===== src/rtl/tmr_chan_pkg.sv =====
`timescale 1ns/1ps
package tmr_chan_pkg;

  typedef enum logic [1:0] {
    RL_LATCH = 2'b00,
    RL_LOW   = 2'b01,
    RL_HIGH  = 2'b10,
    RL_BOTH  = 2'b11
  } rlMode_e;

  typedef struct packed {
    logic captureSnap;
    logic holdLo;
    logic holdHi;
    logic clearOther;
    logic armLoad;
    logic cancelLoad;
    logic selSnap;
    logic readHigh;
    logic squareMode;
  } ctrlStrobes_t;

endpackage


===== src/rtl/tmr_chan_ctrl.sv =====
`timescale 1ns/1ps
module tmr_chan_ctrl
  import tmr_chan_pkg::*;
#(
  parameter int DATA_W = 8,
  parameter int SEL_W = 2,
  parameter logic [SEL_W-1:0] CHAN_ID = 1,
  parameter logic [2:0] SQUARE_CODE = 3'b011
) (
  input  logic              clk,
  input  logic              rstN,
  input  logic [DATA_W-1:0] cpuDataIn,
  input  logic              rdStb,
  input  logic              wrStb,
  input  logic              chanSel,
  input  logic              ctrlWr,
  output ctrlStrobes_t      strb,
  output logic              snapHeld
);
  localparam int RL_MSB = DATA_W - SEL_W - 1;
  localparam int MODE_MSB = RL_MSB - 2;

  rlMode_e rwMode;
  logic squareQ, rdHiQ, wrHiQ, latchedQ;

  logic [SEL_W-1:0] cwSel;
  logic [1:0] cwRl;
  logic [2:0] cwMode;
  logic cwHit, latchCmd, modeCmd, rdHit, wrHit, readHigh, lastRead;

  assign cwSel  = cpuDataIn[DATA_W-1 -: SEL_W];
  assign cwRl   = cpuDataIn[RL_MSB -: 2];
  assign cwMode = cpuDataIn[MODE_MSB -: 3];

  assign cwHit    = ctrlWr && (cwSel == CHAN_ID);
  assign latchCmd = cwHit && (cwRl == RL_LATCH);
  assign modeCmd  = cwHit && (cwRl != RL_LATCH);
  assign rdHit    = rdStb && chanSel && !ctrlWr;
  assign wrHit    = wrStb && chanSel && !ctrlWr;

  assign readHigh = (rwMode == RL_HIGH) || ((rwMode == RL_BOTH) && rdHiQ);
  assign lastRead = (rwMode != RL_BOTH) || rdHiQ;

  always_comb begin
    strb = '0;
    strb.captureSnap = latchCmd && !latchedQ;
    strb.cancelLoad  = modeCmd;
    strb.selSnap     = latchedQ;
    strb.readHigh    = readHigh;
    strb.squareMode  = squareQ;
    if (wrHit) begin
      unique case (rwMode)
        RL_LOW: begin
          strb.holdLo = 1'b1;
          strb.clearOther = 1'b1;
          strb.armLoad = 1'b1;
        end
        RL_HIGH: begin
          strb.holdHi = 1'b1;
          strb.clearOther = 1'b1;
          strb.armLoad = 1'b1;
        end
        RL_BOTH: begin
          if (!wrHiQ) begin
            strb.holdLo = 1'b1;
          end else begin
            strb.holdHi = 1'b1;
            strb.armLoad = 1'b1;
          end
        end
        default: ;
      endcase
    end
  end

  always_ff @(posedge clk) begin
    if (!rstN) begin
      rwMode   <= RL_BOTH;
      squareQ  <= 1'b0;
      rdHiQ    <= 1'b0;
      wrHiQ    <= 1'b0;
      latchedQ <= 1'b0;
    end else if (modeCmd) begin
      rwMode   <= rlMode_e'(cwRl);
      squareQ  <= (cwMode == SQUARE_CODE);
      rdHiQ    <= 1'b0;
      wrHiQ    <= 1'b0;
      latchedQ <= 1'b0;
    end else begin
      if (latchCmd) latchedQ <= 1'b1;
      if (rdHit) begin
        if (rwMode == RL_BOTH) rdHiQ <= !rdHiQ;
        if (lastRead) latchedQ <= 1'b0;
      end
      if (wrHit && (rwMode == RL_BOTH)) wrHiQ <= !wrHiQ;
    end
  end

  assign snapHeld = latchedQ;

endmodule


===== src/rtl/tmr_chan_datapath.sv =====
`timescale 1ns/1ps
module tmr_chan_datapath
  import tmr_chan_pkg::*;
#(
  parameter int DATA_W = 8
) (
  input  logic                  clk,
  input  logic                  rstN,
  input  logic [DATA_W-1:0]     cpuDataIn,
  input  logic                  tmrClk,
  input  logic                  tmrGate,
  input  ctrlStrobes_t          strb,
  output logic [DATA_W-1:0]     cpuDataOut,
  output logic [2*DATA_W-1:0]   countVal,
  output logic [2*DATA_W-1:0]   snapVal,
  output logic                  clkEdge,
  output logic                  loadPend
);
  localparam int CNT_W = 2 * DATA_W;

  logic tmrClkQ;
  logic [CNT_W-1:0] holdReg, stepVal, readSrc;

  assign clkEdge = tmrClk && !tmrClkQ;
  assign stepVal = strb.squareMode ? CNT_W'(2) : CNT_W'(1);

  always_ff @(posedge clk) begin
    if (!rstN) begin
      tmrClkQ  <= 1'b0;
      countVal <= '0;
      snapVal  <= '0;
      holdReg  <= '0;
      loadPend <= 1'b0;
    end else begin
      tmrClkQ <= tmrClk;

      if (strb.holdLo) begin
        holdReg[DATA_W-1:0] <= cpuDataIn;
        if (strb.clearOther) holdReg[CNT_W-1:DATA_W] <= '0;
      end
      if (strb.holdHi) begin
        holdReg[CNT_W-1:DATA_W] <= cpuDataIn;
        if (strb.clearOther) holdReg[DATA_W-1:0] <= '0;
      end

      if (strb.cancelLoad)      loadPend <= 1'b0;
      else if (strb.armLoad)    loadPend <= 1'b1;
      else if (clkEdge)         loadPend <= 1'b0;

      if (clkEdge) begin
        if (loadPend)     countVal <= holdReg;
        else if (tmrGate) countVal <= countVal - stepVal;
      end

      if (strb.captureSnap) snapVal <= countVal;
    end
  end

  assign readSrc    = strb.selSnap ? snapVal : countVal;
  assign cpuDataOut = strb.readHigh ? readSrc[CNT_W-1:DATA_W] : readSrc[DATA_W-1:0];

endmodule


===== src/rtl/timer_channel.sv =====
`timescale 1ns/1ps
module timer_channel
  import tmr_chan_pkg::*;
#(
  parameter int DATA_W = 8,
  parameter int SEL_W = 2,
  parameter logic [SEL_W-1:0] CHAN_ID = 1
) (
  input  logic              clk,
  input  logic              rstN,
  input  logic [DATA_W-1:0] cpuDataIn,
  output logic [DATA_W-1:0] cpuDataOut,
  input  logic              rdStb,
  input  logic              wrStb,
  input  logic              chanSel,
  input  logic              ctrlWr,
  input  logic              tmrClk,
  input  logic              tmrGate
);
  localparam int CNT_W = 2 * DATA_W;

  ctrlStrobes_t strb;
  logic snapHeld, clkEdge, loadPend, squareMode;
  logic [CNT_W-1:0] countVal, snapVal;

  tmr_chan_ctrl #(.DATA_W(DATA_W), .SEL_W(SEL_W), .CHAN_ID(CHAN_ID)) ctrl (
    .clk(clk), .rstN(rstN), .cpuDataIn(cpuDataIn), .rdStb(rdStb), .wrStb(wrStb),
    .chanSel(chanSel), .ctrlWr(ctrlWr), .strb(strb), .snapHeld(snapHeld)
  );

  tmr_chan_datapath #(.DATA_W(DATA_W)) dpath (
    .clk(clk), .rstN(rstN), .cpuDataIn(cpuDataIn), .tmrClk(tmrClk), .tmrGate(tmrGate),
    .strb(strb), .cpuDataOut(cpuDataOut), .countVal(countVal), .snapVal(snapVal),
    .clkEdge(clkEdge), .loadPend(loadPend)
  );

  assign squareMode = strb.squareMode;

endmodule


===== config.mk =====
export PLATFORM = sky130hd
export DESIGN_NAME = timer_channel
export DESIGN_NICKNAME = d
export VERILOG_FILES = /design/src/rtl/tmr_chan_pkg.sv /design/src/rtl/tmr_chan_ctrl.sv /design/src/rtl/tmr_chan_datapath.sv /design/src/rtl/timer_channel.sv
export SDC_FILE = /design/constraint.sdc
export NUM_CORES = 1
export LEC_CHECK = 0
export ABC_AREA = 1
export ABC_CLOCK_PERIOD_IN_PS = 1770
export BUFFER_PORTS_ARGS = -buffer_cell sky130_fd_sc_hd__buf_2
export CAP_MARGIN = 20
export CORE_MARGIN = 10
export CORE_UTILIZATION = 40
export CTS_BUF_LIST = sky130_fd_sc_hd__clkbuf_2
export DETAILED_ROUTE_END_ITERATION = 10
export RECOVER_POWER = 50
export SLEW_MARGIN = 20
export SYNTH_ARGS = -nofsm -noshare
export SYNTH_HDL_FRONTEND = slang
export SYNTH_SLANG_ARGS = --single-unit

===== constraint.sdc =====
create_clock -name clk -period 1.77 [get_ports clk]
set_clock_uncertainty 0.1 [all_clocks]
set_input_delay 0.0885 -clock clk [delete_from_list [all_inputs] [get_ports clk]]
set_output_delay 0.0885 -clock clk [all_outputs]
set_load 0.01 [all_outputs]

# Word-level counts from Yosys, hierarchy flattened
# Cells that the tools add are included.
# word_totals
reg_bits	56
inputBits	16
output_inout_bits	8
word_cells	69
# op_classes
add_sub_neg	1
eq_ne	6
n_mux	21
n_bitwise	1
n_reduce_logical	29
# op_table
op	n
two-way mux 16 bit	5
two-way mux 8 bit	3
subtractor 16 bit	1
logical AND 1 bit	11
nonzero test 2 bit	5
two-way mux 1 bit	8
case mux 1 bit (2 select lines)	3
AND reduction 2 bit	3
logical NOT 1 bit	5
== test 2 x 1 -> 1 bit, second input constant	2
== test 2 bit, second input constant	2
two-way mux 4 bit	1
OR reduction 2 bit	2
== test 3 x 2 -> 1 bit, second input constant	1
logical NOT 2 bit	1
logical OR 1 bit	2
two-way mux 2 bit	1
!= test 2 bit, second input constant	1
inverter 1 bit	1

# Logic depth before layout (Yosys ltp)
# Gate-level depths: netlist of run 1.
# logic_depth
depth_word	8
depth_mapped	11
ltp_nobuf	11

# Cells and area by module
# Synthesis of run 1 repeated with hierarchy kept, for this count alone.
# unflattened
cells_unflattened	457
area_unflattened_um2	3062.9
# modules_own_cells
mod	instances	cells_per_inst	area_per_inst_um2	seq_area_each_um2
tmr_chan_datapath	1	387	2601.2	1001.0
tmr_chan_ctrl	1	70	461.7	120.1

# Worst setup path after synthesis of run 1
# No wires, ideal clock.
# synth_timing
kind	register to register
from	register ctrl.squareQ
to	register dpath.countVal[8]
setup_time_ns	0.070
arrival_ns	1.466
required_time_ns	1.600
slack_ns	0.134
stages_incl_launch_ff	9
n_path_buf	0
synth_period_minus_slack_ns	1.636
cell_sequence	dfxtp_1 -> inv_1 -> ha_1 -> fa_1 -> nand2_1 -> nor2_1 -> o21ai_0 -> nand2_1 -> a21oi_1
# synth_via
elab_chain_cells	4
# synth_rtl
item	line	rtl
start, declared	tmr_chan_ctrl.sv:24	logic squareQ, rdHiQ, wrHiQ, latchedQ;
start signal, assigned	tmr_chan_ctrl.sv:85	squareQ <= (cwMode == SQUARE_CODE);
two-way mux 2 bit	tmr_chan_datapath.sv:25	assign stepVal = strb.squareMode ? CNT_W'(2) : CNT_W'(1);
subtractor 16 bit	tmr_chan_datapath.sv:52	else if (tmrGate) countVal <= countVal - stepVal;
two-way mux 16 bit	tmr_chan_datapath.sv:52	
two-way mux 16 bit	tmr_chan_datapath.sv:51	if (loadPend) countVal <= holdReg;
end signal, assigned	tmr_chan_datapath.sv:51	
end signal, assigned	tmr_chan_datapath.sv:52	
end, declared	tmr_chan_datapath.sv:14	output logic [2*DATA_W-1:0] countVal,
# No other way between the ends. The select of a mux whose other input is x is not followed.
# A chain may end at the register's enable or synchronous reset.

# Worst setup path after layout of run 1
# layout_timing
from	register ctrl.rwMode[0]
to	output port cpuDataOut[0]
# layout_via
elab_chain_cells	4
word_cells_on_any_way	5
classes_between	eq/ne (2); mux (1); reduce/logical (2)
# layout_rtl
item	line	rtl
start, declared	tmr_chan_ctrl.sv:23	rlMode_e rwMode;
start signal, assigned	tmr_chan_ctrl.sv:84	rwMode <= rlMode_e'(cwRl);
== test 2 bit	tmr_chan_ctrl.sv:41	assign readHigh = (rwMode == RL_HIGH) || ((rwMode == RL_BOTH) && rdHiQ);
logical AND 1 bit	tmr_chan_ctrl.sv:41	
logical OR 1 bit *	tmr_chan_ctrl.sv:41	
two-way mux 8 bit *	tmr_chan_datapath.sv:60	assign cpuDataOut = strb.readHigh ? readSrc[CNT_W-1:DATA_W] : readSrc[DATA_W-1:0];
end, declared	timer_channel.sv:12	output logic [DATA_W-1:0] cpuDataOut,
# Every way passes the cells marked *; elsewhere a longest branch is shown, timed or not.

==> results of run 1 <==
[path summary, 6_finish.rpt]
kind                                        start                end  slack, ns  cells past startpoint
worst max-delay path               ctrl.rwMode[0]      cpuDataOut[0]      -0.17                      7
worst min register to register  dpath.holdReg[10]  dpath.holdReg[10]       0.38                      2
worst max register to register     ctrl.rwMode[0]   dpath.holdReg[9]       0.06                      9
worst min-delay path                      chanSel   dpath.holdReg[3]       0.05                      5
[area by class of cell]
cell class | count | area [um2]
Sequential cell | 56 | 1130
Tap cell | 99 | 124
Clock buffer | 5 | 25.0
Clock inverter | 3 | 18.8
Timing Repair Buffer | 55 | 410
Multi-Input combinational cell | 314 | 1680
Fill cell | 742 | 3700
Inverter | 43 | 164
[cell usage after synthesis (2+ instances only)]
cell,count
a21oi_1,54
a21oi_2,2
buf_2,5
buf_4,3
clkbuf_1,8
dfxtp_1,56
ha_1,6
inv_1,38
inv_2,5
nand2_1,105
nand2_4,2
nand3_1,16
nand3_2,2
nand3b_1,2
nor2_1,47
nor2_4,2
nor3_2,5
o211ai_1,11
o21ai_0,45
o21ai_1,4
[state kept, by name, summed over array words and instances, names as in the netlist]
name / count
ctrl.rwMode: 2
dpath.countVal: 16
ctrl.snapHeld: 1
dpath.snapVal: 16
dpath.holdReg: 16
dpath.loadPend: 1
dpath.tmrClkQ: 1
ctrl.squareQ: 1
ctrl.wrHiQ: 1
ctrl.rdHiQ: 1
[logic make-up after synthesis]
| family | after synthesis |
|---|---|
| simple gates | 185 |
| flops | 56 |
| xor+xnor | 1 |
| compound gates | 121 |
| fa+ha+maj | 7 |
| buf+inv | 59 |
[power by group through the flow]
stage / clock network [mW] / logic, mW / registers [mW]
after floorplan: 0 / 0.526 / 1.39
after global placement: 0 / 0.694 / 1.40
after detailed placement: 0 / 0.698 / 1.40
after CTS: 0.530 / 0.749 / 1.38
after global routing: 0.582 / 0.892 / 1.40
final: 0.512 / 0.779 / 1.38
[per-layer routing]
| metal | vias to the layer above | track usage |
|---|---|---|
| li1 | 1499 | - |
| met5 | - | 0 |
| met1 | 1272 | 0.187 |
| met3 | 10 | 0.0266 |
| met2 | 57 | 0.216 |
| met4 | 0 | 0.0416 |
[worst max-delay path: stages (launching register included)]
cell      delay, ns
dfxtp_4        0.46
inv_4          0.04
ha_4           0.16
a21oi_4        0.15
buf_6          0.16
o211ai_1       0.11
o21ai_1        0.09
buf_2          0.14
[through the flow]
step	hold slack, ns	instances	area (um2)
finish	0.0504	575	3550
global route	0.0373	575	3550
CTS	0.00443	573	3500
detailed placement	0.199	543	3210
global placement	0.180	543	3210
floorplan	0.0820	429	2970
[repair_timing]
item / CTS / global route
gates cloned: 1 / 0
setup buffers: 2 / 2
pin swaps: 7 / 11
resized for setup: 16 / 20
hold buffers: 19 / 0
endpoints found under the hold margin: 27 / 0
endpoints found under the setup margin: 8 / 24
==> reports/metrics.yaml, run 1 <==
floorplan:
  start_util: 0.410
  die_height_um: 106
  ioPinCount: 24
  row_count: 31
  core_um2: 7250
  dieArea_um2: 11300
  die_w_um: 106
cts:
  h-tree-depth: 2
  clock-root-buffer: "clkbuf_2"
  clk_pin_slew_ns: 0.29
  clk_latency_ns: 0.44
  clock_sinks: 56
  numCtsBuffers: 5
  cts_tree: "done"
  clock_path_buffers: 2
sta:
  finalHoldViolations: 0
  maxSlewViolCount: 0
  tightest_slew_ns: 0.530
  finalCriticalPeriod_ns: 1.94
  max_freq_mhz: 515
  rsz0062_at_grt: "yes"
  worst_slack_ns: -0.173
  slew_headroom: 0.646
  fin_setup_tns_ns: -1.22
  finalSetupViolations: 8
  period_share: 1.10
critical_path:
  path_class: "register to output port"
  start_kind: "register"
  required_ns: 1.58
  end_kind: "output port"
  crit_path_max_fanout: 8
  arrival_ns: 1.75
synth:
  ys_seq_area_frac: 0.377
  synth_xor_area_frac: 0.00295
  yosys-top-cells-area: "dfxtp_1 (38%), nand2_1 (13%), a21oi_1 (9.1%)"
  synthSimpleGateAreaFrac: 0.276
  muxShareOfSynthArea: 0
  synthAdderAreaFrac: 0.0320
  synth_edf_count: 0
  synth_area_per_cell_um2: 6.93
  synth_compound_area_frac: 0.231
  syn_inst: 429
  synth_top_area_frac: 0.377
  syn-num-nets: 452
  ys_ff_latch: 56
  synth_top_area_cell: "dfxtp_1"
  async_reset_ff_frac: 0
  post_synth_instance_area_um2: 2970
  yosysWarnings: 0
  synth_top_family_by_area: "simple AND/OR/NAND/NOR gates"
  synthDistinctLibCells: 31
  yosys_most_used_dff: "dfxtp_1"
layout:
  final_core_util: 0.489
  layout.cells.most_common: "nand2_1"
  area_growth_pct: 19.5
  nNetsFinal: 498
  drive_gt1_frac: 0.172
  antenna_cells: 0
  mostFrequentLayoutCells: "nand2_1 (103), a21oi_1 (52), dfxtp_1 (52)"
route:
  highest-signal-layer: "met4"
  via_count: 2838
  drt-initial-drc-count: 179
  wl_met3_um: 308
  routedWlPerCell_um: 13.5
  firstDrtPassIters: 5
  totalWireLength_um: 7770
  vias_per_cell: 4.94
  drc_errors: 0
  met2_length_um: 3540
  wl_met1_um: 3800
  postRouteAntennaNets: 0
power_and_ir_drop:
  p_leak_nw: 1.58
  combPwrFrac: 0.291
  power_frac_clock: 0.191
  report.power.total_mw: 2.68
  ir_drop_mv: 0.425
  pwr-share-seq: 0.517
  p_sw_mw: 0.945
  switching_share: 0.353
  power_per_cell_area_nw_per_um2: 754
  intPower_mw: 1.73
status:
  status: "finished, violations left"
  violations: "setup timing"
flow_run:
  maxCapViolCount: 0
global_route:
  grt.overflow.total: 0
  grt_max_degree: 34
  antenna_found_initial: 0
  grt.total_usage: 0.138
  grt_first_pass_wirelength_um: 12900
  first_global_vias: 2670
placed_design:
  dpl.hpwl_um: 5480
  dp_slack_ns: 0.0662
  io_buffers: 23
  place.gp.congestion: 0.846
hold_path:
  hp-class: "input port to register"
(Power assumes the default switching activity.)
==> run 2, diff against run 1 <==
==> constraint.sdc (replaced) <==
create_clock -name clk -period 1.77 [get_ports clk]
set_clock_uncertainty 0.1 [all_clocks]
set_input_delay 0.531 -clock clk [delete_from_list [all_inputs] [get_ports clk]]
set_output_delay 0.531 -clock clk [all_outputs]
set_load 0.01 [all_outputs]
==> run 2 against run 1 <==
The flow still finishes with violations (setup timing). Final area fell by 1.6%. Global-route usage rose by 0.57 points. Core utilization fell by 0.76 points. Power rose by 2.0%. Sequential cell count did not move. Critical endpoint unchanged. Largest power group unchanged.
==> reports/metrics.yaml, run 2 (synthesized netlist as in run 1, its figures left out) <==
sta:
  finalSetupViolations: 8  # unchanged
  fin_setup_tns_ns: -4.33  # was -1.22 ns
  maxSlewViolCount: 0  # unchanged
  slew_headroom: 0.719  # was 0.646
  rsz0062_at_grt: "yes"  # unchanged
  finalCriticalPeriod_ns: 2.34  # was 1.94 ns
  whs_ns: 0.148  # was 0.0504 ns
  worst_slack_ns: -0.571  # was -0.173 ns
  period_share: 1.32  # was 1.10
  max_freq_mhz: 427  # was 515 MHz
  tightest_slew_ns: 0.421  # was 0.530 ns
  finalHoldViolations: 0  # unchanged
global_route:
  grt_max_degree: 34  # unchanged
  antenna_found_initial: 0  # unchanged
  grt.overflow.total: 0  # unchanged
  first_global_vias: 2716  # was 2670
  grt.total_usage: 0.144  # was 0.138
  grt_first_pass_wirelength_um: 13300  # was 12900 um
critical_path:
  end_kind: "output port"  # unchanged
  start_kind: "register"  # unchanged
  path_class: "register to output port"  # unchanged
  arrival_ns: 1.71  # was 1.75 ns
  required_ns: 1.14  # was 1.58 ns
  crit_chain: "ha_2 > a21oi_4 > buf_12 > buf_4 > o21ai_0 > buf_2"  # was inv_4 > ha_4 > a21oi_4 > buf_6 > o211ai_1 > o21ai_1 > buf_2
  r2r_slack_ns: 0.05  # was 0.06 ns
  critical-path-max-stage-delay_ns: 0.44  # was 0.46 ns
  crit_path_max_fanout: 15  # was 8
  crit_slowest_cell: "dfxtp_4"  # unchanged
floorplan:
  dieArea_um2: 11300  # unchanged
  row_count: 31  # unchanged
  die_height_um: 106  # unchanged
  die_w_um: 106  # unchanged
  ioPinCount: 24  # unchanged
  start_util: 0.410  # unchanged
  core_um2: 7250  # unchanged
cts:
  h-tree-depth: 2  # unchanged
  clock_path_buffers: 2  # unchanged
  clock-root-buffer: "clkbuf_2"  # unchanged
  cts_tree: "done"  # unchanged
  clk_pin_slew_ns: 0.30  # was 0.29 ns
  clock_sinks: 56  # unchanged
  numCtsBuffers: 5  # unchanged
  clk_latency_ns: 0.46  # was 0.44 ns
layout:
  area_growth_pct: 17.6  # was 19.5%
  fin_area_um2: 3490  # was 3550 um2
  layout.cells.non_filler: 567  # was 575
  antenna_cells: 0  # unchanged
  mostFrequentLayoutCells: "nand2_1 (100), dfxtp_1 (52), a21oi_1 (51)"  # was nand2_1 (103), a21oi_1 (52), dfxtp_1 (52)
  layout.cells.most_common: "nand2_1"  # unchanged
  nNetsFinal: 490  # was 498
  largest_registers: "dpath.countVal: 16 flops, dpath.holdReg: 16 flops, dpath.snapVal: 16 flops"  # unchanged
  drive_gt1_frac: 0.216  # was 0.172
placed_design:
  place.gp.congestion: 0.816  # was 0.846
  io_buffers: 23  # unchanged
  dpl.hpwl_um: 6050  # was 5480 um
  dpl_cell_area_um2: 3360  # was 3210 um2
  dp.cells: 558  # was 543
route:
  drt-initial-drc-count: 141  # was 179
  firstDrtPassIters: 4  # was 5
  routedWlPerCell_um: 14.3  # was 13.5 um
  vias_per_cell: 5.03  # was 4.94
  postRouteAntennaNets: 0  # unchanged
  via_count: 2850  # was 2838
  drc_errors: 0  # unchanged
  totalWireLength_um: 8080  # was 7770 um
power_and_ir_drop:
  combPwrFrac: 0.298  # was 0.291
  power_per_cell_area_nw_per_um2: 781  # was 754 nW/um2
  p_leak_nw: 1.56  # was 1.58 nW
  switching_share: 0.360  # was 0.353
  p_sw_mw: 0.984  # was 0.945 mW
  pwr-share-seq: 0.507  # was 0.517
  ir_drop_mv: 0.388  # was 0.425 mV
  power_frac_clock: 0.195  # was 0.191
  intPower_mw: 1.75  # was 1.73 mW
hold_path:
  hp-class: "input port to register"  # unchanged
flow_run:
  maxCapViolCount: 0  # unchanged
status:
  status: "finished, violations left"  # unchanged
  violations: "setup timing"  # unchanged
==> run 2: through the flow <==
stage                util  power [mW]  setup slack (ns)
floorplan               -        1.92           0.00126
global placement    0.463        2.16           0.00934
detailed placement  0.463        2.16           -0.0385
CTS                 0.472        2.71            -0.575
global route        0.482        2.92            -0.702
finish              0.482        2.73            -0.571
==> run 2: power groups by stage <==
stage               clock network (mW)  registers (mW)  logic (mW)
floorplan                            0            1.39       0.531
global placement                     0            1.40       0.755
detailed placement                   0            1.40       0.761
CTS                              0.554            1.38       0.771
global route                     0.594            1.39       0.931
finish                           0.534            1.38       0.812
==> run 2: worst max-delay path: cells and delay by family, from the launching register on <==
kind	cells	cell delay [ns]
DFF	1	0.44
buffers and inverters	3	0.42
adders and majority gates	1	0.21
AOI/OAI and AO/OA	2	0.20
==> run 2: cell type report <==
class	count	area (um2)
clock buffer	5	25.0
clock inverter	3	23.8
fill	771	3760
inverter	43	164
multi-input combinational	314	1690
sequential	56	1130
tap	99	124
timing repair buffer	47	335
==> run 2: path summary, 6_finish.rpt <==
check,start,end,cells past startpoint
setup / recovery,ctrl.rwMode[1],cpuDataOut[0],6
hold / removal,tmrClk,dpath.tmrClkQ,3
setup reg to reg,dpath.countVal[1],dpath.countVal[10],8
hold reg to reg,dpath.holdReg[13],dpath.holdReg[13],2
==> run 2: what timing repair did <==
item                       4_1_cts  5_1_grt
setup endpoints to repair       14       21
hold buffers                     0        0
gates cloned                     0        0
buffers inserted                 0        1
resized for setup                6       25
pin swaps                        0       12
==> run 2: routing by layer <==
metal  share of wire  wire length (um)  up-vias  track usage
met5               0                 0        -            0
met4           0.011                91        0       0.0416
met3           0.039               315        4       0.0284
met2            0.48              3880       54        0.235
met1            0.47              3800     1305        0.187
li1                -                 -     1487            -
